===== config.mk =====
export PLATFORM = sky130hd
export DESIGN_NAME = rx_los_guard
export DESIGN_NICKNAME = d
export VERILOG_FILES = /design/src/rtl/rx_los_pkg.sv /design/src/rtl/los_delay_clamp.sv /design/src/rtl/los_dwell_counter.sv /design/src/rtl/rx_los_guard.sv
export SDC_FILE = /design/constraint.sdc
export NUM_CORES = 1
export LEC_CHECK = 0
export BUFFER_PORTS_ARGS = -buffer_cell sky130_fd_sc_hd__buf_2
export CAP_MARGIN = 25
export CORE_MARGIN = 2
export CORE_UTILIZATION = 55
export CTS_BUF_LIST = sky130_fd_sc_hd__clkbuf_4 sky130_fd_sc_hd__clkbuf_8
export CTS_CLUSTER_DIAMETER = 150
export CTS_CLUSTER_SIZE = 14
export DETAILED_ROUTE_END_ITERATION = 10
export PLACE_DENSITY = 0.77
export SETUP_SLACK_MARGIN = 0.1
export SYNTH_ARGS = -nofsm -noshare
export SYNTH_HDL_FRONTEND = slang
export SYNTH_SLANG_ARGS = --single-unit

===== constraint.sdc =====
create_clock -name clk -period 3.2 [get_ports clk]
set_clock_uncertainty 0.1 [all_clocks]
set_input_delay 0.64 -clock clk [delete_from_list [all_inputs] [get_ports clk]]
set_output_delay 0.64 -clock clk [all_outputs]
set_load 0.02 [all_outputs]

===== src/rtl/rx_los_pkg.sv =====
package rx_los_pkg;
    localparam int DLY_W     = 8;
    localparam int MIN_DELAY = 10;

    typedef enum logic {
        ST_LIVE = 1'b0,
        ST_LOST = 1'b1
    } los_state_e;
endpackage


===== src/rtl/los_delay_clamp.sv =====
module los_delay_clamp #(
    parameter int W   = 8,
    parameter int MIN = 10
) (
    input  logic [W-1:0] raw_dly,
    output logic [W-1:0] eff_dly
);
    localparam logic [W-1:0] MIN_V = W'(MIN);

    always_comb begin
        eff_dly = (raw_dly < MIN_V) ? MIN_V : raw_dly;
    end


    always_comb begin
        clamp_floor_chk: assert (eff_dly >= MIN_V);
    end
endmodule


===== src/rtl/los_dwell_counter.sv =====
module los_dwell_counter #(
    parameter int W = 8
) (
    input  logic         clk,
    input  logic         rst_n,
    input  logic         enable,
    input  logic         cond,
    input  logic         tick,
    input  logic [W-1:0] limit,
    output logic         done
);
    logic [W-1:0] cnt;
    logic [W:0]   next_cnt;

    assign next_cnt = {1'b0, cnt} + {{W{1'b0}}, 1'b1};
    assign done     = enable && cond && tick && (next_cnt >= {1'b0, limit});

    always_ff @(posedge clk) begin
        if (!rst_n) begin
            cnt <= '0;
        end else if (!enable || !cond || done) begin
            cnt <= '0;
        end else if (tick) begin
            cnt <= next_cnt[W-1:0];
        end
    end


    cnt_step_chk: assert property (@(posedge clk) disable iff (!rst_n)
        (cnt != '0 && !$stable(cnt)) |-> $past(tick));


    cnt_break_chk: assert property (@(posedge clk) disable iff (!rst_n)
        (!cond) |=> (cnt == '0));
endmodule


===== src/rtl/rx_los_guard.sv =====
module rx_los_guard
    import rx_los_pkg::*;
#(
    parameter int W   = DLY_W,
    parameter int MIN = MIN_DELAY
) (
    input  logic         clk,
    input  logic         rst_n,
    input  logic         bit_tick,
    input  logic         amp_low,
    input  logic         amp_ok,
    input  logic         mark_pos,
    input  logic         mark_neg,
    input  logic [W-1:0] declare_dly,
    input  logic [W-1:0] clear_dly,
    output logic         los,
    output logic         rx_pos,
    output logic         rx_neg
);
    los_state_e   state_q, state_d;
    logic [W-1:0] decl_lim, clr_lim;
    logic         decl_done, clr_done;
    logic         clr_cond;

    assign clr_cond = amp_ok && !amp_low;

    los_delay_clamp #(.W(W), .MIN(MIN)) u_decl_clamp (
        .raw_dly (declare_dly),
        .eff_dly (decl_lim)
    );

    los_delay_clamp #(.W(W), .MIN(MIN)) u_clr_clamp (
        .raw_dly (clear_dly),
        .eff_dly (clr_lim)
    );

    los_dwell_counter #(.W(W)) u_decl_cnt (
        .clk    (clk),
        .rst_n  (rst_n),
        .enable (state_q == ST_LIVE),
        .cond   (amp_low),
        .tick   (bit_tick),
        .limit  (decl_lim),
        .done   (decl_done)
    );

    los_dwell_counter #(.W(W)) u_clr_cnt (
        .clk    (clk),
        .rst_n  (rst_n),
        .enable (state_q == ST_LOST),
        .cond   (clr_cond),
        .tick   (bit_tick),
        .limit  (clr_lim),
        .done   (clr_done)
    );

    always_comb begin
        state_d = state_q;
        unique case (state_q)
            ST_LIVE: if (decl_done) state_d = ST_LOST;
            ST_LOST: if (clr_done)  state_d = ST_LIVE;
            default: state_d = ST_LOST;
        endcase
    end

    always_ff @(posedge clk) begin
        if (!rst_n) state_q <= ST_LOST;
        else        state_q <= state_d;
    end

    always_comb begin
        los    = 1'b1;
        rx_pos = 1'b0;
        rx_neg = 1'b0;
        unique case (state_q)
            ST_LIVE: begin
                los    = 1'b0;
                rx_pos = mark_pos;
                rx_neg = mark_neg;
            end
            ST_LOST: begin
                los    = 1'b1;
            end
            default: los = 1'b1;
        endcase
    end


    declare_cause_chk: assert property (@(posedge clk) disable iff (!rst_n)
        $rose(los) |-> $past(amp_low));


    restore_cause_chk: assert property (@(posedge clk) disable iff (!rst_n)
        $fell(los) |-> ($past(amp_ok) && !$past(amp_low)));


    tick_edge_chk: assert property (@(posedge clk) disable iff (!rst_n)
        !$stable(los) |-> $past(bit_tick));


    mute_chk: assert property (@(posedge clk) disable iff (!rst_n)
        los |-> (!rx_pos && !rx_neg));
endmodule


==> reports/qor.json, run 1 <==
{
  "run_status": "finished clean",
  "multiInputGateArea_um2": 1044,
  "post_synth.cell_area_avg_um2": 8.231,
  "pwr-share-seq_pct": 55.9,
  "synthToLayoutAreaGrowth_pct": 10.67,
  "proportion_of_synthesized_chip_area_in_sequential_cells_pct": 23.23,
  "ff2ff_path_depth": 10,
  "r2r_end": "u_decl_cnt.cnt[0]",
  "rows": 18,
  "cp_data_required_time_ps": 3330,
  "ir_worst_vdd_v": 0.0003091,
  "netSwitchingFraction_pct": 25.96,
  "whs_path_depth": 2,
  "tns_ps": 0,
  "cell_type_with_the_largest_total_area_after_synthesis": "sky130_fd_sc_hd__dfxtp_1",
  "timing.critical_path.to_type": "flop",
  "setup-violations-final": 0,
  "final_nets": 243,
  "netlist.area_leader.share_pct": 23.23,
  "count_of_antenna_violating_nets_left_after_detailed_routing": 0,
  "netlist_area_um2": 1465,
  "cts-htree-levels": 1,
  "numPortBuffers": 25,
  "power_density_over_the_cells_nw_per_um2": 235.2,
  "grt_overflow": 0,
  "antenna-diode-count": 0,
  "reg2reg_setup_slack_ps": 580,
  "hold_path.startpoint": "u_clr_cnt.cnt[1]",
  "rsz_0062_raised_after_global_routing": "no",
  "synth_ff_type": "sky130_fd_sc_hd__dfxtp_1",
  "cts-buffers-inserted": 3,
  "die_wd_um": 55.62,
  "num_vias": 1303,
  "clock_insertion_delay_worst_skew_ps": 290,
  "preCtsSetupSlack_ps": 360.9,
  "floorplan.io_pins": 26,
  "synth_async_sr_flop_share_pct": 0,
  "number_of_distinct_library_cells_after_synthesis": 37,
  "detail_route.wl_per_cell_um": 12.79,
  "ctsLongestPathBuffers": 2,
  "clock_power_share_pct": 30.9,
  "register_area_um2": 340.3,
  "number_of_setup_buffers_added_after_cts": 0,
  "synth.net_count": 219,
  "floorplan.die.height_um": 55.62,
  "cts_tree": "built",
  "detailedRoute.firstPassIterationCount": 5,
  "worst_setup_path_start_kind": "flop",
  "drc": 0,
  "cts_hold_buffers": 0,
  "fillCellCount": 228,
  "floorplan.die_area_um2": 3093,
  "ys.warnings.count": 0,
  "finalWirelength_um": 2955,
  "ys_ff_latch": 17,
  "cts-root-buf": "sky130_fd_sc_hd__clkbuf_4",
  "internal-power_mw": 0.2824,
  "worst_slew_margin_rel_pct": 61.16,
  "worst-endpoint-arrival_ps": 2750,
  "power.combinational.fraction_pct": 13.2,
  "final_cell_mix": "25 x sky130_fd_sc_hd__buf_2, 22 x sky130_fd_sc_hd__nor2_1, 18 x sky130_fd_sc_hd__ha_1, 17 x sky130_fd_sc_hd__dfxtp_1, 16 x sky130_fd_sc_hd__xor2_1",
  "routed-wl-met2_um": 1390,
  "first_global_vias": 1277,
  "tightest_slew_ps": 577.2,
  "timing.max_cap.violations": 0,
  "drt-initial-drc-count": 32,
  "total_switching_power_mw": 0.09898,
  "mostFrequentLayoutCell": "sky130_fd_sc_hd__buf_2",
  "drive_gt1_share_pct": 22.39,
  "cts.sinks": 17,
  "fin_crit_sh_pct": 81.89,
  "floorplan.initialDensity_pct": 58.61,
  "resize_count_post_cts": 0,
  "route.top_layer_used": "met4",
  "min_delay_worst_endpoint": "u_clr_cnt.cnt[1]",
  "global_route_wire_length_before_repair_um": 5409,
  "worstHoldPathType": "reg -> reg",
  "number_of_antenna_violations_at_the_first_check_in_global_routing": 0,
  "cp_max_fo": 7,
  "detailedPlacementHpwl_um": 2364,
  "edff_count_synth": 0,
  "core_footprint_um2": 2500,
  "synth_area_leaders": "sky130_fd_sc_hd__dfxtp_1 23%, sky130_fd_sc_hd__ha_1 15%, sky130_fd_sc_hd__xor2_1 9.6%",
  "finalHoldViolations": 0,
  "max_clock_freq_mhz": 381.6,
  "largest_net_degree_at_the_start_of_global_routing": 19,
  "leakage_power_nw": 0.7000,
  "critical_path_type": "reg -> reg",
  "post_synth_inst_count": 178,
  "drv_slew": 0,
  "drt-met1-wl_um": 1381,
  "clk_transition_reported_paths_ps": 110,
  "dr_wl_met3_um": 160,
  "finalWorstSetupSlack_ps": 579.5,
  "grt.total_usage_pct": 21.07,
  "routed_via_density": 5.641,
  "timing.rr.start": "u_decl_cnt.cnt[0]",
  "routability_congestion": 0.8804,
  "post-route-min-period_ps": 2621
}
## power groups by stage
stage          logic (mW)  registers [mW]  clock network [mW]
2_1_floorplan      0.0274           0.218                   0
3_5_place_dp       0.0501           0.218                   0
5_1_grt            0.0581           0.213               0.133
6_report           0.0505           0.213               0.118
3_3_place_gp       0.0476           0.218                   0
4_1_cts            0.0506           0.213               0.125
## stage by stage
step,total power [mW],cell area (um^2),instances,hold WS (ps),utilization [%]
5_1_grt,0.4049,1622,231,506.6,64.86
2_1_floorplan,0.2452,1465,178,403.4,-
4_1_cts,0.3888,1622,231,474.3,64.86
3_5_place_dp,0.2680,1592,227,461.1,63.66
6_report,0.3813,1622,231,473.2,64.86
3_3_place_gp,0.2655,1592,227,441.2,63.66
## synth_stat cells (2+ instances only)
cell type                  instances
sky130_fd_sc_hd__dfxtp_1          17
sky130_fd_sc_hd__mux2i_1           2
sky130_fd_sc_hd__nand3_2           2
sky130_fd_sc_hd__nand2_1          12
sky130_fd_sc_hd__o21ai_0           3
sky130_fd_sc_hd__nor4_1            2
sky130_fd_sc_hd__buf_2             5
sky130_fd_sc_hd__nor2_2            2
sky130_fd_sc_hd__a21oi_1           7
sky130_fd_sc_hd__nand3_1          13
sky130_fd_sc_hd__xnor2_1           9
sky130_fd_sc_hd__o21ai_1           4
sky130_fd_sc_hd__inv_1            12
sky130_fd_sc_hd__and2b_2           2
sky130_fd_sc_hd__ha_1             18
sky130_fd_sc_hd__nand4_1           9
sky130_fd_sc_hd__a21boi_0          2
sky130_fd_sc_hd__xor2_1           16
sky130_fd_sc_hd__nand2b_1          2
sky130_fd_sc_hd__nor2_1           22
## final cells by class
cell class | count | area share, %
clock buffers | 3 | 1.389
inverters | 12 | 2.778
clock inverters | 1 | 0.4630
multi-input cells | 143 | 64.35
repair buffers | 25 | 7.716
flip-flops and latches | 17 | 20.99
well taps | 30 | 2.315
## state kept, by name (all words and copies together), names as in the netlist
register,cells
u_decl_cnt.cnt,8
state_q,1
u_clr_cnt.cnt,8
## worst max-delay path, stage by stage (launching register included)
cell and delay [ps]:
sky130_fd_sc_hd__dfxtp_1 500, sky130_fd_sc_hd__ha_1 340, sky130_fd_sc_hd__nand2_1 70, sky130_fd_sc_hd__or2_1 220, sky130_fd_sc_hd__xnor2_1 130, sky130_fd_sc_hd__ha_1 310, sky130_fd_sc_hd__o21ai_0 210, sky130_fd_sc_hd__nor2_1 110
sky130_fd_sc_hd__a211oi_4 260, sky130_fd_sc_hd__nand3_1 160, sky130_fd_sc_hd__o21ai_2 150
## kinds of logic after synthesis
family	synth area share, %
buffers and inverters	5.550
AOI/OAI and AO/OA	12.04
xor gates and xnor gates	14.94
DFF	23.23
adders and majority gates	15.37
muxes	1.366
and+or+nand+nor	27.50
## routing by layer
layer  vias up  track usage, %
li1        664               -
met1       607           27.95
met2        28           34.52
met3         4           5.814
met4         0           3.833
met5         -               0
## worst max-delay path by stage
stage | endpoint | from | cells after the start
finish | u_decl_cnt.cnt[0] | u_decl_cnt.cnt[0] | 10
detailed placement | state_q | clear_dly[7] | 9
global route | u_decl_cnt.cnt[0] | u_decl_cnt.cnt[0] | 10
CTS | u_decl_cnt.cnt[0] | u_decl_cnt.cnt[0] | 10
floorplan | state_q | clear_dly[7] | 8
global placement | state_q | clear_dly[7] | 9
(Power assumes the default switching activity.)
==> inputs of run 2 (changes only) <==
--- a/config.mk
+++ b/config.mk
@@ -8,12 +8,12 @@
 export BUFFER_PORTS_ARGS = -buffer_cell sky130_fd_sc_hd__buf_2
 export CAP_MARGIN = 25
 export CORE_MARGIN = 2
-export CORE_UTILIZATION = 55
+export CORE_UTILIZATION = 52
 export CTS_BUF_LIST = sky130_fd_sc_hd__clkbuf_4 sky130_fd_sc_hd__clkbuf_8
 export CTS_CLUSTER_DIAMETER = 150
 export CTS_CLUSTER_SIZE = 14
 export DETAILED_ROUTE_END_ITERATION = 10
-export PLACE_DENSITY = 0.77
+export PLACE_DENSITY = 0.76
 export SETUP_SLACK_MARGIN = 0.1
 export SYNTH_ARGS = -nofsm -noshare
 export SYNTH_HDL_FRONTEND = slang
==> constraint.sdc (replaced) <==
create_clock -name clk -period 2.2 [get_ports clk]
set_clock_uncertainty 0.1 [all_clocks]
set_input_delay 0.44 -clock clk [delete_from_list [all_inputs] [get_ports clk]]
set_output_delay 0.44 -clock clk [all_outputs]
set_load 0.02 [all_outputs]
==> reports/qor.json, run 2 (synthesized netlist as in run 1, its figures left out) <==
{
  "pwr-share-seq_pct": 52.3,
  "synthToLayoutAreaGrowth_pct": 37.06,
  "grt_overflow": 0,
  "drc": 0,
  "rsz_0062_raised_after_global_routing": "yes",
  "total_switching_power_mw": 0.1548,
  "worst_setup_path_start_kind": "flop",
  "number_of_antenna_violations_at_the_first_check_in_global_routing": 0,
  "detail_route.wl_per_cell_um": 13.94,
  "timing.rr.start": "u_decl_cnt.cnt[0]",
  "cts-buffers-inserted": 3,
  "tightest_slew_ps": 355.2,
  "use_met3_pct": 4.535,
  "drive_gt1_share_pct": 44.16,
  "timing.critical_path.to_type": "flop",
  "final_cell_mix": "30 x sky130_fd_sc_hd__buf_4, 25 x sky130_fd_sc_hd__buf_2, 16 x sky130_fd_sc_hd__xor2_1, 16 x sky130_fd_sc_hd__ha_1, 15 x sky130_fd_sc_hd__nor2_1",
  "finalHoldViolations": 0,
  "critical_path.cell_chain": "ha_4, nand2_1, or2_1, xnor2_1, ha_1, nand4_1, o221ai_2, a211oi_4, o21ai_4, nor2_1",
  "rows": 19,
  "mostFrequentLayoutCell": "sky130_fd_sc_hd__buf_4",
  "detailedPlacementHpwl_um": 2666,
  "max_clock_freq_mhz": 442.5,
  "die_wd_um": 57.08,
  "whs_path_depth": 3,
  "cp_max_fo": 7,
  "r2r_end": "u_decl_cnt.cnt[4]",
  "floorplan.initialDensity_pct": 54.06,
  "ff2ff_path_depth": 10,
  "setup-violations-final": 9,
  "cts_tree": "built",
  "final_nets": 273,
  "cts-root-buf": "sky130_fd_sc_hd__clkbuf_4",
  "post-route-min-period_ps": 2260,
  "leakage_power_nw": 0.8703,
  "floorplan.die_area_um2": 3258,
  "cts.sinks": 17,
  "layer_with_the_highest_usage": "met2",
  "grt_use_met2_pct": 43.02,
  "gr-usage-met1_pct": 27.60,
  "core_footprint_um2": 2710,
  "worst_slew_margin_rel_pct": 76.27,
  "internal-power_mw": 0.4295,
  "biggestRegsByFlops": "u_clr_cnt.cnt: 8 flops, u_decl_cnt.cnt: 8 flops, state_q: 1 flops",
  "fillCellCount": 195,
  "clk_transition_reported_paths_ps": 110,
  "cp_data_required_time_ps": 2280,
  "floorplan.io_pins": 26,
  "preCtsSetupSlack_ps": -197.9,
  "drt-initial-drc-count": 37,
  "timing.max_cap.violations": 0,
  "routed_via_density": 5.405,
  "ctsLongestPathBuffers": 2,
  "reg2reg_setup_slack_ps": -60,
  "register_area_um2": 359.1,
  "run_status": "complete, but fails checks",
  "num_vias": 1416,
  "floorplan.die.height_um": 57.08,
  "cts-htree-levels": 1,
  "numPortBuffers": 25,
  "hold_path.startpoint": "amp_low",
  "largest_net_degree_at_the_start_of_global_routing": 16,
  "global_route_wire_length_before_repair_um": 6058,
  "grt.total_usage_pct": 23.52,
  "critical_path_type": "reg -> reg",
  "ir_worst_vdd_v": 0.0004074,
  "multiInputGateArea_um2": 1185,
  "count_of_antenna_violating_nets_left_after_detailed_routing": 0,
  "detailedRoute.firstPassIterationCount": 4,
  "min_delay_worst_endpoint": "u_decl_cnt.cnt[0]",
  "finalWorstSetupSlack_ps": -59.67,
  "cts_hold_buffers": 0,
  "power_density_over_the_cells_nw_per_um2": 291.0,
  "critical-path-slowest-cell": "sky130_fd_sc_hd__dfxtp_4",
  "violations": "setup timing",
  "antenna-diode-count": 0,
  "drv_slew": 0,
  "fin_crit_sh_pct": 102.7,
  "clock_insertion_delay_worst_skew_ps": 300,
  "clock_power_share_pct": 31.7,
  "first_global_vias": 1430,
  "worst-endpoint-arrival_ps": 2340,
  "routability_congestion": 0.8879,
  "slowest_delay_ps": 390,
  "worstHoldPathType": "in -> reg",
  "finalWirelength_um": 3651,
  "netSwitchingFraction_pct": 26.50,
  "power.combinational.fraction_pct": 15.9,
  "totalPowerFinal_mw": 0.5843
}
-- run 2: changes by cell type in the layout (fill, tap and decap cells not counted), moves of 2 or more --
cell / previous run / this run
sky130_fd_sc_hd__ha_1: 18 / 16
sky130_fd_sc_hd__nand3_2: 2 / 6
sky130_fd_sc_hd__dfxtp_1: 17 / 10
sky130_fd_sc_hd__dfxtp_2: 0 / 3
sky130_fd_sc_hd__nor4_1: 2 / 0
sky130_fd_sc_hd__buf_4: 0 / 30
sky130_fd_sc_hd__nor2_2: 2 / 7
sky130_fd_sc_hd__nor4_4: 0 / 2
sky130_fd_sc_hd__nor2_4: 0 / 2
sky130_fd_sc_hd__nand3_1: 13 / 8
sky130_fd_sc_hd__ha_4: 0 / 2
sky130_fd_sc_hd__nor2_1: 22 / 15
sky130_fd_sc_hd__dfxtp_4: 0 / 4
-- run 2: metrics by stage --
step                      instance area, um^2  utilization, %  hold slack (ps)  TNS (ps)  std cells
after global placement                   1829           67.50            441.4    -803.8        252
after detailed placement                 1829           67.50            464.2     -2410        252
after floorplan                          1529               -            367.1         0        178
after CTS                                1948           71.88            366.6    -141.9        261
final                                    2008           74.10            375.6    -389.0        262
after global routing                     2008           74.10            374.4     -1194        262
-- run 2: worst max-delay path by stage --
stage | from | end | slack (ps) | cells after the start
CTS | u_decl_cnt.cnt[0] | u_decl_cnt.cnt[0] | -50 | 10
detailed placement | declare_dly[7] | u_decl_cnt.cnt[0] | -200 | 10
global route | u_decl_cnt.cnt[0] | u_decl_cnt.cnt[0] | -140 | 10
floorplan | u_decl_cnt.cnt[2] | u_decl_cnt.cnt[0] | 100 | 11
finish | u_decl_cnt.cnt[0] | u_decl_cnt.cnt[4] | -60 | 10
global placement | clear_dly[7] | state_q | -120 | 9
-- run 2: area by class of cell --
cell class,count,area share [%]
Sequential cell,17,17.88
Multi-Input combinational cell,143,59.00
Clock buffer,4,1.495
Inverter,12,2.243
Tap cell,31,1.931
Timing Repair Buffer,55,17.45
-- run 2: what timing repair did --
action / 4_1_cts / 5_1_grt
pin swaps: 24 / 13
resized for setup: 14 / 13
gates cloned: 0 / 0
buffers inserted: 5 / 1
setup endpoints to repair: 17 / 17
endpoints found under the hold margin: 0 / 0
-- run 2: routing by layer --
metal	wire length (um)	part of all wire, %
met5	0	0
met4	77	2.1
met3	142	3.9
met2	1891	52
met1	1539	42
-- run 2: critical path: cells and delay by family, from the launching register on --
kind / cells / cell delay, ps
AND/OR/NAND/NOR: 4 / 470
AO/OA/AOI/OAI: 3 / 590
adder cells (fa/ha/maj): 2 / 440
XOR/XNOR: 1 / 140
flip-flops: 1 / 390
-- run 2: power groups by stage --
stage	Combinational, mW	Sequential, mW	Clock, mW
CTS	0.0895	0.305	0.195
floorplan	0.0416	0.316	0
global route	0.103	0.306	0.208
detailed placement	0.0861	0.316	0
finish	0.0932	0.306	0.185
global placement	0.0816	0.316	0
==> inputs of run 3 (changes only) <==
--- a/config.mk
+++ b/config.mk
@@ -8,13 +8,14 @@
 export BUFFER_PORTS_ARGS = -buffer_cell sky130_fd_sc_hd__buf_2
 export CAP_MARGIN = 25
 export CORE_MARGIN = 2
-export CORE_UTILIZATION = 52
+export CORE_UTILIZATION = 53
 export CTS_BUF_LIST = sky130_fd_sc_hd__clkbuf_4 sky130_fd_sc_hd__clkbuf_8
 export CTS_CLUSTER_DIAMETER = 150
 export CTS_CLUSTER_SIZE = 14
 export DETAILED_ROUTE_END_ITERATION = 10
-export PLACE_DENSITY = 0.76
+export PLACE_DENSITY = 0.77
 export SETUP_SLACK_MARGIN = 0.1
 export SYNTH_ARGS = -nofsm -noshare
 export SYNTH_HDL_FRONTEND = slang
+export SYNTH_HIERARCHICAL = 1
 export SYNTH_SLANG_ARGS = --single-unit
==> reports/qor.json, run 3 <==
{
  "min_delay_worst_endpoint": "state_q",
  "worst-endpoint-arrival_ps": 2460,
  "slowest_delay_ps": 380,
  "detailedPlacementHpwl_um": 2933,
  "cp_max_fo": 5,
  "floorplan.initialDensity_pct": 56.55,
  "antenna-diode-count": 0,
  "rows": 19,
  "die_wd_um": 58.48,
  "synth_async_sr_flop_share_pct": 0,
  "final_nets": 272,
  "cell_type_with_the_largest_total_area_after_synthesis": "sky130_fd_sc_hd__dfxtp_1",
  "rsz_0062_raised_after_global_routing": "yes",
  "core_footprint_um2": 2781,
  "timing.rr.start": "u_clr_cnt/cnt[1]",
  "synth.net_count": 224,
  "whs_path_depth": 2,
  "r2r_end": "state_q",
  "violations": "setup timing",
  "detailedRoute.firstPassIterationCount": 4,
  "finalHoldViolations": 0,
  "post_synth.cell_area_avg_um2": 8.594,
  "worstPathBufferInverterCount": 3,
  "detail_route.wl_per_cell_um": 16.27,
  "finalWorstSetupSlack_ps": -191.9,
  "first_global_vias": 1539,
  "worstHoldPathType": "in -> reg",
  "netlist_area_um2": 1573,
  "ff2ff_path_depth": 11,
  "finalWirelength_um": 4246,
  "leakage_power_nw": 0.9890,
  "grt.total_usage_pct": 24.36,
  "timing.critical_path.max_delay_family": "simple AND/OR/NAND/NOR gates",
  "run_status": "complete, but fails checks",
  "critical_path_type": "reg -> reg",
  "count_of_antenna_violating_nets_left_after_detailed_routing": 0,
  "critical-path-slowest-cell": "sky130_fd_sc_hd__dfxtp_4",
  "number_of_distinct_library_cells_after_synthesis": 30,
  "biggestRegsByFlops": "u_clr_cnt/cnt: 8 flops, u_decl_cnt/cnt: 8 flops, state_q: 1 flops",
  "post_synth_inst_count": 183,
  "edff_count_synth": 0,
  "drt-initial-drc-count": 93,
  "post-route-min-period_ps": 2392,
  "floorplan.die_area_um2": 3419,
  "finished_core_util_pct": 79.31,
  "max_clock_freq_mhz": 418.1,
  "cts-buffers-inserted": 3,
  "drive_gt1_share_pct": 45.65,
  "number_of_antenna_violations_at_the_first_check_in_global_routing": 0,
  "clock_insertion_delay_worst_skew_ps": 290,
  "largest_net_degree_at_the_start_of_global_routing": 12,
  "hold_path.startpoint": "rst_n",
  "ys.warnings.count": 6,
  "timing.critical_path.to_type": "flop",
  "tightest_slew_ps": 514.5,
  "worst_slew_margin_rel_pct": 65.60,
  "preCtsSetupSlack_ps": -301.6,
  "cts-root-buf": "sky130_fd_sc_hd__clkbuf_4",
  "mostFrequentLayoutCell": "sky130_fd_sc_hd__buf_2",
  "netlist.area_leader.share_pct": 21.64,
  "floorplan.die.height_um": 58.48,
  "routability_congestion": 0.8137,
  "post_synth_most_frequent_cells": "18 x sky130_fd_sc_hd__ha_1, 18 x sky130_fd_sc_hd__nor3_1, 18 x sky130_fd_sc_hd__xor2_1",
  "num_vias": 1488,
  "synthToLayoutAreaGrowth_pct": 40.25,
  "numPortBuffers": 25,
  "drc": 0,
  "routed_via_density": 5.701,
  "timing.max_cap.violations": 0,
  "ys_ff_latch": 17,
  "synth_area_leaders": "sky130_fd_sc_hd__dfxtp_1 22%, sky130_fd_sc_hd__ha_1 14%, sky130_fd_sc_hd__xor2_1 10%",
  "synth_ff_type": "sky130_fd_sc_hd__dfxtp_1",
  "power_density_over_the_cells_nw_per_um2": 258.3,
  "cp_data_required_time_ps": 2270,
  "setup-violations-final": 17,
  "cts.sinks": 17,
  "grt_overflow": 0,
  "reg2reg_setup_slack_ps": -190,
  "proportion_of_synthesized_chip_area_in_sequential_cells_pct": 21.64,
  "cts-htree-levels": 1,
  "fin_crit_sh_pct": 108.7,
  "cts_hold_buffers": 0,
  "critical_path.cell_chain": "buf_4, nand3_1, nor2_2, nand3_1, xnor2_1, ha_1, nor3_1, buf_4, a211oi_4, buf_6, o211ai_2",
  "floorplan.io_pins": 26,
  "clk_transition_reported_paths_ps": 100,
  "worst_setup_path_start_kind": "flop",
  "ir_worst_vdd_v": 0.0003523,
  "global_route_wire_length_before_repair_um": 6492,
  "ctsLongestPathBuffers": 2,
  "cts_tree": "built",
  "drv_slew": 0,
  "final_cell_mix": "25 x sky130_fd_sc_hd__buf_2, 22 x sky130_fd_sc_hd__buf_4, 17 x sky130_fd_sc_hd__inv_1, 15 x sky130_fd_sc_hd__xor2_1, 14 x sky130_fd_sc_hd__ha_1"
}
run 3: cell count changes after synthesis, sizes merged, moves of 3 or more:
cell    change
and3        +6
a21o        +4
inv         +5
clkbuf     +10
nor2       -22
o21ai       -7
nand2       -3
nor3       +16
a21oi       -7
run 3: how the worst max path moves through the flow:
stage,start,endpoint,slack [ps],cells past startpoint
6_report,u_clr_cnt/cnt[1],state_q,-190,11
4_1_cts,u_decl_cnt/cnt[1],u_decl_cnt/cnt[0],-150,10
3_5_place_dp,clear_dly[6],u_clr_cnt/cnt[6],-300,11
3_3_place_gp,declare_dly[6],u_decl_cnt/cnt[5],-190,10
5_1_grt,u_clr_cnt/cnt[0],state_q,-300,11
2_1_floorplan,u_decl_cnt/cnt[0],state_q,-140,11
run 3: where the power goes:
group / switching, mW / internal [mW]
logic: 0.0546 / 0.0507
registers: 0.000723 / 0.304
clock network: 0.0926 / 0.0675
run 3: final cells by class:
cell class	instances	area [um^2]
inverter	17	63.81
clock inverter	1	5.005
sequential	17	355.3
tap	31	38.79
multi-input combinational	135	1318
clock buffer	3	22.52
fill	172	575.6
timing repair buffer	57	402.9
run 3: kinds of logic (layout without fill, tap and decap cells):
kind of cell             Yosys count  count (layout)  synth area share (%)
AND/OR/NAND/NOR                   70              70                 26.41
XOR/XNOR                          26              26                 14.48
flip-flops                        17              17                 21.64
buffers and inverters             31              78                 8.512
AO/OA/AOI/OAI                     19              19                 13.37
multiplexers                       2               2                 1.273
adder cells (fa/ha/maj)           18              18                 14.32
run 3: timing repair:
item,in CTS,in global routing
endpoints found under the hold margin,0,0
pin swaps,19,5
cloned,1,0
setup buffers,3,2
endpoints found under the setup margin,17,17
resized for setup,26,11
run 3: metal layers:
metal / track usage (%) / routed length [um] / share of wire [%]
met2: 44.14 / 2255 / 53
met5: 0 / 0 / 0
met3: 2.418 / 148 / 3.5
met1: 30.38 / 1811 / 43
met4: 6.977 / 31 / 0.73
run 3: through the flow:
stage	total power, mW	instance area (um^2)	hold slack, ps	std cells	setup TNS [ps]
after detailed placement	0.4011	1922	500.8	251	-4608
after floorplan	0.3627	1633	415.7	183	-1859
after global routing	0.5956	2206	262.4	261	-4237
after CTS	0.5675	2126	268.9	259	-2363
final	0.5698	2206	272.3	261	-2671
after global placement	0.3956	1922	471.6	251	-2874
